`config.mk`:
```
export PLATFORM = sky130hd
export DESIGN_NAME = can_accept_filter
export DESIGN_NICKNAME = d
export VERILOG_FILES = /design/src/rtl/can_af_pkg.sv /design/src/rtl/can_af_regs.sv /design/src/rtl/can_af_match.sv /design/src/rtl/can_af_ctrl.sv /design/src/rtl/can_accept_filter.sv
export SDC_FILE = /design/constraint.sdc
export NUM_CORES = 1
export LEC_CHECK = 0
export CORE_MARGIN = 2
export CORE_UTILIZATION = 37
export DETAILED_ROUTE_END_ITERATION = 8
export PLACE_DENSITY_LB_ADDON = 0.12
export SLEW_MARGIN = 20
export SYNTH_ARGS = -nofsm -noshare
export SYNTH_HDL_FRONTEND = slang
export SYNTH_HIERARCHICAL = 1
export SYNTH_SLANG_ARGS = --single-unit
```
`constraint.sdc`:
```
create_clock -name clk -period 6.53 [get_ports clk]
set_input_delay 1.6325 -clock clk [delete_from_list [all_inputs] [get_ports clk]]
set_output_delay 1.6325 -clock clk [all_outputs]
set_load 0.01 [all_outputs]
```
`src/rtl/can_af_pkg.sv`:
```
package can_af_pkg;

    localparam int BANK_BYTES = 4;

    typedef enum logic [1:0] {
        MODE_W32    = 2'd0,
        MODE_W16    = 2'd1,
        MODE_W8     = 2'd2,
        MODE_CLOSED = 2'd3
    } fmode_e;

    typedef enum logic [1:0] {
        ST_CONFIG = 2'd0,
        ST_LISTEN = 2'd1,
        ST_REPORT = 2'd2
    } fsm_e;

endpackage

```
`src/rtl/can_af_regs.sv`:
```
// Configuration store: code/mask bytes and mode, writable only in init.
module can_af_regs
    import can_af_pkg::*;
#(
    parameter int NUM_BYTES = 8,
    parameter int IDX_W     = 3
) (
    input  logic                   clk,
    input  logic                   rst_n,
    input  logic                   init_i,
    input  logic [1:0]             mode_i,
    input  logic                   cfg_we_i,
    input  logic                   cfg_mask_i,
    input  logic [IDX_W-1:0]       cfg_idx_i,
    input  logic [7:0]             cfg_data_i,
    output fmode_e                 mode_o,
    output logic [NUM_BYTES*8-1:0] code_o,
    output logic [NUM_BYTES*8-1:0] mask_o
);

    logic wr_ok;
    assign wr_ok = cfg_we_i && init_i;

    // reset mode is closed
    always_ff @(posedge clk or negedge rst_n) begin
        if (!rst_n) begin
            mode_o <= MODE_CLOSED;
        end else if (init_i) begin
            mode_o <= fmode_e'(mode_i);
        end
    end

    for (genvar i = 0; i < NUM_BYTES; i++) begin : g_byte
        logic [7:0] code_q;
        logic [7:0] mask_q;

        always_ff @(posedge clk or negedge rst_n) begin
            if (!rst_n) begin
                code_q <= 8'h00;
                mask_q <= 8'h00;
            end else if (wr_ok && (cfg_idx_i == IDX_W'(i))) begin
                if (cfg_mask_i) begin
                    mask_q <= cfg_data_i;
                end else begin
                    code_q <= cfg_data_i;
                end
            end
        end

        assign code_o[8*i +: 8] = code_q;
        assign mask_o[8*i +: 8] = mask_q;
    end

endmodule

```
`src/rtl/can_af_match.sv`:
```
// Comparator matrix and per-mode hit selection.
module can_af_match
    import can_af_pkg::*;
#(
    parameter int NUM_BANKS = 2,
    localparam int NUM_BYTES = NUM_BANKS * BANK_BYTES,
    localparam int NUM_HALF  = NUM_BANKS * 2,
    localparam int NUM_FILT  = NUM_BYTES
) (
    input  fmode_e                 mode_i,
    input  logic [31:0]            id_i,
    input  logic [NUM_BYTES*8-1:0] code_i,
    input  logic [NUM_BYTES*8-1:0] mask_i,
    output logic [NUM_FILT-1:0]    hit_o
);

    logic [BANK_BYTES-1:0][7:0]            id_byte;
    logic [NUM_BYTES-1:0][BANK_BYTES-1:0]  eq;
    logic [NUM_BANKS-1:0]                  hit_w32;
    logic [NUM_HALF-1:0]                   hit_w16;
    logic [NUM_FILT-1:0]                   hit_w8;

    for (genvar j = 0; j < BANK_BYTES; j++) begin : g_idb
        assign id_byte[j] = id_i[31-8*j -: 8];
    end

    // masked equality of every code byte against every id byte
    for (genvar i = 0; i < NUM_BYTES; i++) begin : g_row
        for (genvar j = 0; j < BANK_BYTES; j++) begin : g_col
            assign eq[i][j] =
                ((id_byte[j] ^ code_i[8*i +: 8]) & ~mask_i[8*i +: 8]) == 8'h00;
        end
    end

    // wide filters, one per bank
    for (genvar b = 0; b < NUM_BANKS; b++) begin : g_w32
        assign hit_w32[b] = eq[4*b][0] && eq[4*b+1][1] &&
                            eq[4*b+2][2] && eq[4*b+3][3];
    end

    // half-width filters, two per bank
    for (genvar f = 0; f < NUM_HALF; f++) begin : g_w16
        assign hit_w16[f] = eq[2*f][0] && eq[2*f+1][1];
    end

    // byte filters, four per bank
    for (genvar f = 0; f < NUM_FILT; f++) begin : g_w8
        assign hit_w8[f] = eq[f][0];
    end

    always_comb begin
        hit_o = '0;
        unique case (mode_i)
            MODE_W32:    hit_o[NUM_BANKS-1:0] = hit_w32;
            MODE_W16:    hit_o[NUM_HALF-1:0]  = hit_w16;
            MODE_W8:     hit_o                = hit_w8;
            MODE_CLOSED: hit_o                = '0;
            default:     hit_o                = '0;
        endcase
    end

endmodule

```
`src/rtl/can_af_ctrl.sv`:
```
// Result state machine with lowest-index priority.
module can_af_ctrl
    import can_af_pkg::*;
#(
    parameter int NUM_FILT = 8,
    localparam int IDX_W = $clog2(NUM_FILT)
) (
    input  logic                clk,
    input  logic                rst_n,
    input  logic                init_i,
    input  logic                id_valid_i,
    input  logic [NUM_FILT-1:0] hit_i,
    output logic                accept_o,
    output logic                rxf_set_o,
    output logic [IDX_W-1:0]    hit_idx_o,
    output fsm_e                state_o
);

    fsm_e             state;
    fsm_e             state_nx;
    logic [IDX_W-1:0] enc;
    logic [IDX_W-1:0] idx_q;
    logic             any_hit;
    logic             take;

    // lowest-numbered hit wins
    always_comb begin
        enc = '0;
        for (int f = NUM_FILT - 1; f >= 0; f--) begin
            if (hit_i[f]) begin
                enc = IDX_W'(f);
            end
        end
    end

    assign any_hit = |hit_i;
    assign take    = id_valid_i && any_hit;

    always_comb begin
        state_nx = state;
        unique case (state)
            ST_CONFIG: begin
                if (init_i)    state_nx = ST_CONFIG;
                else if (take) state_nx = ST_REPORT;
                else           state_nx = ST_LISTEN;
            end
            ST_LISTEN: begin
                if (init_i)    state_nx = ST_CONFIG;
                else if (take) state_nx = ST_REPORT;
                else           state_nx = ST_LISTEN;
            end
            ST_REPORT: begin
                if (init_i)    state_nx = ST_CONFIG;
                else if (take) state_nx = ST_REPORT;
                else           state_nx = ST_LISTEN;
            end
            default:           state_nx = ST_CONFIG;
        endcase
    end

    always_ff @(posedge clk or negedge rst_n) begin
        if (!rst_n) begin
            state <= ST_CONFIG;
            idx_q <= '0;
        end else begin
            state <= state_nx;
            if (state_nx == ST_REPORT) begin
                idx_q <= enc;
            end
        end
    end

    // outputs decoded from the state
    always_comb begin
        accept_o  = 1'b0;
        rxf_set_o = 1'b0;
        hit_idx_o = '0;
        unique case (state)
            ST_CONFIG: ;
            ST_LISTEN: ;
            ST_REPORT: begin
                accept_o  = 1'b1;
                rxf_set_o = 1'b1;
                hit_idx_o = idx_q;
            end
            default: ;
        endcase
    end

    assign state_o = state;

endmodule

```
`src/rtl/can_accept_filter.sv`:
```
module can_accept_filter
    import can_af_pkg::*;
#(
    parameter int NUM_BANKS = 2,
    localparam int NUM_BYTES = NUM_BANKS * BANK_BYTES,
    localparam int IDX_W     = $clog2(NUM_BYTES)
) (
    input  logic             clk,
    input  logic             rst_n,
    input  logic             init_i,
    input  logic [1:0]       mode_i,
    input  logic             cfg_we_i,
    input  logic             cfg_mask_i,
    input  logic [IDX_W-1:0] cfg_idx_i,
    input  logic [7:0]       cfg_data_i,
    input  logic             id_valid_i,
    input  logic [31:0]      id_i,
    output logic             accept_o,
    output logic [IDX_W-1:0] hit_idx_o,
    output logic             rxf_set_o
);

    fmode_e                 cur_mode;
    fsm_e                   state;
    logic [NUM_BYTES*8-1:0] code_flat;
    logic [NUM_BYTES*8-1:0] mask_flat;
    logic [NUM_BYTES-1:0]   hit_vec;

    can_af_regs #(.NUM_BYTES(NUM_BYTES), .IDX_W(IDX_W)) u_regs (
        .clk        (clk),
        .rst_n      (rst_n),
        .init_i     (init_i),
        .mode_i     (mode_i),
        .cfg_we_i   (cfg_we_i),
        .cfg_mask_i (cfg_mask_i),
        .cfg_idx_i  (cfg_idx_i),
        .cfg_data_i (cfg_data_i),
        .mode_o     (cur_mode),
        .code_o     (code_flat),
        .mask_o     (mask_flat)
    );

    can_af_match #(.NUM_BANKS(NUM_BANKS)) u_match (
        .mode_i (cur_mode),
        .id_i   (id_i),
        .code_i (code_flat),
        .mask_i (mask_flat),
        .hit_o  (hit_vec)
    );

    can_af_ctrl #(.NUM_FILT(NUM_BYTES)) u_ctrl (
        .clk        (clk),
        .rst_n      (rst_n),
        .init_i     (init_i),
        .id_valid_i (id_valid_i),
        .hit_i      (hit_vec),
        .accept_o   (accept_o),
        .rxf_set_o  (rxf_set_o),
        .hit_idx_o  (hit_idx_o),
        .state_o    (state)
    );

endmodule

```
### Yosys cells after proc, flatten, opt, wreduce, memory -nomap -nowiden

Index checks and enable logic that the tools add are counted.

| cells by class | value |
|---|---|
| multiplexer cells | 16 |
| reduce and logical (&&, ||, !) cells | 55 |
| bitwise logic cells | 41 |
| equal/unequal tests | 13 |

Operators with widths:

| cell | number |
|---|---|
| 8-bit AND | 16 |
| 8-bit zero test | 16 |
| 8-bit XOR | 16 |
| 8-bit NOT | 8 |
| 2-bit AND reduction | 16 |
| 3-bit 2-to-1 mux | 9 |
| 1-bit logical AND | 18 |
| 3-bit equality test (second input constant) | 4 |
| 2-bit equality test (second input constant) | 4 |
| 2-bit one-hot mux with 4 select lines | 1 |
| 8-bit OR reduction | 1 |
| 3-bit by 2-bit equality test with 1-bit output (second input constant) | 2 |
| 2-bit 2-to-1 mux | 3 |
| 2-bit by 1-bit equality test with 1-bit output (second input constant) | 2 |
| 2-bit zero test | 2 |
| 4-bit 2-to-1 mux | 1 |
| 2-bit one-hot mux with 2 select lines | 1 |
| 3-bit by 1-bit equality test with 1-bit output (second input constant) | 1 |
| 3-bit zero test | 1 |
| 3-bit OR reduction | 1 |
| 1-bit 2-to-1 mux | 1 |
| 1-bit NOT | 1 |

| storage, ports and cells | value |
|---|---|
| output and inout port bits | 5 |
| word-level logic and storage cells | 144 |
| bits of input ports | 51 |
| register bits after elaboration | 135 |

### Logic depth before layout (Yosys ltp)

| depth | value |
|---|---|
| word-level depth | 13 |
| mapped depth | 10 |
| depth with buffers taken out | 10 |

### By module

Netlist, hierarchy kept.

Modules (own cells, without submodules):

| module | sequential area each (sq um) | area an instance (sq um) | times used | cells an instance |
|---|---|---|---|---|
| can_af_regs | 3255.6 | 4991.0 | 1 | 297 |
| can_af_match | 0.0 | 1974.4 | 1 | 254 |
| can_af_ctrl | 125.1 | 296.5 | 1 | 31 |

### Worst setup path before layout

OpenSTA, ideal clock, no wires.

| timing path | value |
|---|---|
| path type | in2reg |
| start point | input port id_i[31] |
| end point | register u_ctrl.idx_q[0] |
| slack | 2904 ps |
| required time | 6405 ps |
| data arrival time | 3501 ps |
| stages | 10 |
| path buffers | 1 |
| setup time | 125 ps |
| cell sequence | buf_4 -> xnor2_1 -> o22ai_1 -> nor4_2 -> a32oi_1 -> nor2b_1 -> or4_4 -> o211ai_2 -> inv_2 -> mux2_4 |

| on the way | value |
|---|---|
| elaborated cells on any way between the ends | 49 |
| those cells by class | eq/ne: 1; mux: 14; bitwise: 16; reduce/logical: 18 |

RTL lines:

| element | line | source |
|---|---|---|
| start: declaration | can_accept_filter.sv:17 | `input logic [31:0] id_i,` |
| 8-bit XOR | can_af_match.sv:31 | `((id_byte[j] ^ code_i[8*i +: 8]) & ~mask_i[8*i +: 8]) == 8'h00;` |
| 8-bit AND | can_af_match.sv:31 |  |
| 8-bit zero test | can_af_match.sv:31 |  |
| 1-bit logical AND | can_af_match.sv:43 | `assign hit_w16[f] = eq[2*f][0] && eq[2*f+1][1];` |
| 2-bit one-hot mux with 2 select lines * | can_af_match.sv:53 | `unique case (mode_i)` |
| net hit_vec[2] | can_accept_filter.sv:27 | `logic [NUM_BYTES-1:0] hit_vec;` |
| 8-bit OR reduction * | can_af_ctrl.sv:36 | `assign any_hit = \|hit_i;` |
| 1-bit logical AND * | can_af_ctrl.sv:37 | `assign take = id_valid_i && any_hit;` |
| 2-bit 2-to-1 mux * | can_af_ctrl.sv:44, can_af_ctrl.sv:49, can_af_ctrl.sv:54 |  |
| 2-bit 2-to-1 mux * | can_af_ctrl.sv:53 | `if (init_i) state_nx = ST_CONFIG;` |
| 2-bit 2-to-1 mux * | - |  |
| net u_ctrl.state_nx[1] | can_af_ctrl.sv:20 | `fsm_e state_nx;` |
| 2-bit equality test * | can_af_ctrl.sv:67 | `if (state_nx == ST_REPORT) begin` |
| end signal: assignment | can_af_ctrl.sv:68 | `idx_q <= enc;` |
| end: declaration | can_af_ctrl.sv:22 | `logic [IDX_W-1:0] idx_q;` |

Mark *: on every way through the listed nets, which the timed path passes. The rest lies on a longest branch.
A chain may end at the register's enable or synchronous reset.

### Final worst setup path

| timing path | value |
|---|---|
| start point | input port id_i[26] |
| end point | register u_ctrl.idx_q[0] |

| on the way | value |
|---|---|
| longest elaborated chain between the ends | 13 |
| elaborated cells on any way between the ends | 49 |
| those cells by class | eq/ne: 1; mux: 14; bitwise: 16; reduce/logical: 18 |

Ends and longest elaborated chain:

| element | line | source |
|---|---|---|
| 8-bit XOR | can_af_match.sv:31 |  |
| 8-bit AND | can_af_match.sv:31 |  |
| 8-bit zero test | can_af_match.sv:31 |  |
| 1-bit logical AND (2 in a row) | can_af_match.sv:37 | `assign hit_w32[b] = eq[4*b][0] && eq[4*b+1][1] &&` |
| 1-bit logical AND | can_af_match.sv:38 | `eq[4*b+2][2] && eq[4*b+3][3];` |
| 2-bit one-hot mux with 4 select lines * | can_af_match.sv:53 |  |
| net hit_vec[1] | can_accept_filter.sv:27 |  |
| 8-bit OR reduction * | can_af_ctrl.sv:36 |  |
| 1-bit logical AND * | can_af_ctrl.sv:37 |  |
| 2-bit 2-to-1 mux * | can_af_ctrl.sv:44, can_af_ctrl.sv:49, can_af_ctrl.sv:54 |  |
| 2-bit 2-to-1 mux * | can_af_ctrl.sv:53 |  |
| 2-bit 2-to-1 mux * | - |  |
| net u_ctrl.state_nx[1] | can_af_ctrl.sv:20 |  |
| 2-bit equality test * | can_af_ctrl.sv:67 |  |

Marks and branches as above.

==> results by group <==
Outcome
  • Status: completed

Floorplan
  • Die ar.: 0.02076 sq mm
  • Standard-cell rows: 51
  • Initial Util: 0.3756
  • Die X: 144.1 um
  • Core area: 0.01933 sq mm
  • # IOs: 56
  • Die height: 144.1 um

Clock tree
  • CTS tree: built
  • CTS resizes: 0
  • Clock latency on the worst-skew pair: 0.43 ns
  • CTS sink count: 135
  • Buffers inserted by post-CTS timing repair: 0
  • Reg clk slew, reported paths: 0.06 ns
  • CTS buffer count: 17
  • Clk buf depth: 2
  • Cts hold-fix bufs: 0
  • Clock root buffer: clkbuf_16
  • Htree depth: 4

Drt
  • Routed wire length: 21.41 mm
  • # DRC: 0
  • Iter 0 DRT Violations: 383
  • WL met1: 10.08 mm
  • Met2 routed WL: 9.692 mm
  • Top layer in use: met4
  • Met3 WL: 1.124 mm
  • Wire per inst: 23.69 um
  • Via count: 4843
  • ANT nets after route: 0
  • Via density: 5.357
  • DR pass1 iterations: 5

Place
  • DP HPWL: 14.95 mm
  • Routability cong.: 0.8736
  • I/O Buffers: 55
  • DP Area: 0.007893 sq mm

STA
  • Total Negative Setup Slacks: 0 ns
  • Slew @ Worst Pin: 1.019 ns
  • Clk_skew: 0.01086 ns
  • Endpoints failing hold: 0
  • Count of final setup violators: 0
  • Crit share post-route: 0.6913
  • RSZ-0062 raised after global routing: no
  • Minimum clock period: 4.514 ns
  • Fin. max-slew vios: 0
  • Relative slew slack: 0.3184
  • Max Clk Rate: 0.2215 GHz

Synthesis
  • Mux cell area share after synthesis: 0.2037
  • Net count after synthesis: 636
  • Area contributors post-synth: dfrtp_1 46%, mux2_2 18%, xnor2_1 15%
  • Largest area contributor in the synthesized netlist: dfrtp_1
  • Xor and xnor fraction of the mapped netlist area: 0.1575
  • Post-synthesis sequential area ratio: 0.4655
  • Synth Area in Compound Gates: 0.07099
  • Adder-Cell Fraction of Synth Area: 0.005169
  • Ys Warns: 6
  • Largest family of logic cells by synthesized area: multiplexers
  • Post-Syn Instances: 582
  • Syn_area_per_cell: 12.48 sq um
  • Number of synthesized flops with an enable pin: 0
  • Cell variety after synth: 45
  • Register bit total from synthesis: 135
  • Share of the synthesized area in the top cell type: 0.4583
  • Mapped cell area: 0.007262 sq mm
  • Ys async rst share: 1.000
  • Simple-gate portion of the synthesized area: 0.05927
  • Main flop type after synthesis: dfrtp_1

Power and ir drop
  • P_int: 1.899 mW
  • Sw Share: 0.2970
  • Max rail drop VDD: 0.1873 mV
  • Register share of total power: 0.435
  • Combinational share of power: 0.215
  • Psw: 802.5 uW
  • Leak: 3.321 nW
  • Cell Pwr Density: 319.1 mW/mm^2
  • Clock network power share: 0.350

Finish
  • Fill cells: 1831
  • Sequential standard cell area: 0.003381 sq mm
  • Layout cell share with drive strength beyond 1: 0.2613
  • Final #Nets: 681
  • P&R area growth vs syn: 16.59%
  • Finished Cell Area: 0.008467 sq mm
  • Most frequent cells in the layout: 133 x dfrtp_1, 125 x xnor2_1, 114 x mux2_2, 54 x clkdlybuf4s50_1, 51 x o22ai_1
  • Diode count: 0
  • Most common cell after layout, fill and taps aside: dfrtp_1
  • Area of the multi-input gates: 0.003606 sq mm

Global routing
  • Antenna violations before repair: 0
  • Number of global-route vias before repair: 5068
  • First-pass GRT wire length: 32.09 mm
  • Overall routing resource usage: 0.2184
  • Grt total ovfl: 0
  • Largest net degree at the start of global routing: 78

Job
  • Max-cap viol count: 0

Worst hold path
  • Worst Hold Class: flop to flop

Worst setup path
  • WP data required: 6.83 ns
  • Arr. time, crit path: 4.82 ns
  • Max incr delay on CP: 1.01 ns
  • Critical path class: input port to flop
  • CP Capture Type: flop
  • CP cell instances: clkdlybuf4s50_1 > xnor2_1 > o22ai_1 > nor4_1 > o2111ai_1 > o211ai_1 > or4_4 > o211ai_2 > inv_2 > mux2_4
  • CP Launch Type: input port
  • Crit-path slowest cell: clkdlybuf4s50_1
  • Max FO, Critical Path: 8
[registers in the layout (all words and copies together), names as in the netlist]
signal,count
u_ctrl/state_o,2
u_regs/g_byte.code_q,64
u_ctrl/idx_q,3
u_regs/g_byte.mask_q,64
u_regs/mode_o,2
[final cells by class]
cell class              instances  share of cell area
inverters                       4            0.001773
clock buffers                  20             0.05276
repair buffers                 56             0.06606
multi-input cells             413              0.4259
clock inverters                11             0.01507
well taps                     265             0.03916
flip-flops and latches        135              0.3993
[final timing paths]
check                                                start                         end  slack [ns]  cells after the start
worst max-delay path                              id_i[26]             u_ctrl/idx_q[0]        2.02                     10
worst min-delay path            u_regs/g_byte[0].mask_q[5]  u_regs/g_byte[0].mask_q[5]        0.50                      1
worst max register to register            u_regs/mode_o[0]             u_ctrl/idx_q[0]        3.75                     10
worst min register to register  u_regs/g_byte[0].mask_q[5]  u_regs/g_byte[0].mask_q[5]        0.50                      1
max in group asynchronous                            rst_n  u_regs/g_byte[2].mask_q[2]        4.02                      2
min in group asynchronous                            rst_n  u_regs/g_byte[3].code_q[2]        1.24                      1
[worst max-delay path: cells and delay by family]
family | cells | cell delay [ns]
buffers and inverters | 2 | 1.11
muxes | 1 | 0.29
xor gates and xnor gates | 1 | 0.19
AOI/OAI and AO/OA | 4 | 0.70
and+or+nand+nor | 2 | 0.89
[Yosys cell counts (all sizes together), types with 6 or more instances]
cell type / number
nor3: 9
clkbuf: 6
mux2: 131
and2: 6
o21ai: 9
xnor2: 128
clkdlybuf4s50: 8
nor2: 21
nand2: 6
dfrtp: 133
buf: 16
nor4: 9
o22ai: 51
[power by group through the flow]
stage | registers (mW) | clock network [mW] | logic [mW]
3_3_place_gp | 1.18 | 0 | 0.567
6_report | 1.17 | 0.946 | 0.581
2_1_floorplan | 1.13 | 0 | 0.435
4_1_cts | 1.17 | 0.965 | 0.578
5_1_grt | 1.20 | 1.00 | 0.626
3_5_place_dp | 1.19 | 0 | 0.576
[metal layers]
| layer | GRT usage | vias to the layer above |
|---|---|---|
| met4 | 0.07069 | 0 |
| met1 | 0.3013 | 2480 |
| met5 | 0 | - |
| met3 | 0.05099 | 32 |
| li1 | - | 2178 |
| met2 | 0.3401 | 153 |
[through the flow]
step / setup slack, ns / total power, mW / instances / util / hold WS, ns
final: 2.016 / 2.702 / 904 / 0.4379 / 0.5047
after global placement: 1.697 / 1.752 / 873 / 0.4082 / 0.4801
after detailed placement: 1.671 / 1.761 / 873 / 0.4082 / 0.4933
after global routing: 1.788 / 2.822 / 904 / 0.4379 / 0.5166
after floorplan: 2.904 / 1.562 / 582 / - / 0.4349
after CTS: 2.088 / 2.716 / 904 / 0.4379 / 0.5095
[cells by family (layout without fill, tap and decap cells)]
logic type / after synthesis / after routing
AO/OA/AOI/OAI: 79 / 79
XOR/XNOR: 128 / 128
adder cells (fa/ha/maj): 3 / 3
buffers and inverters: 34 / 91
flip-flops: 135 / 135
multiplexers: 131 / 131
AND/OR/NAND/NOR: 72 / 72
Note: power is estimated with default switching activity, not from simulation.
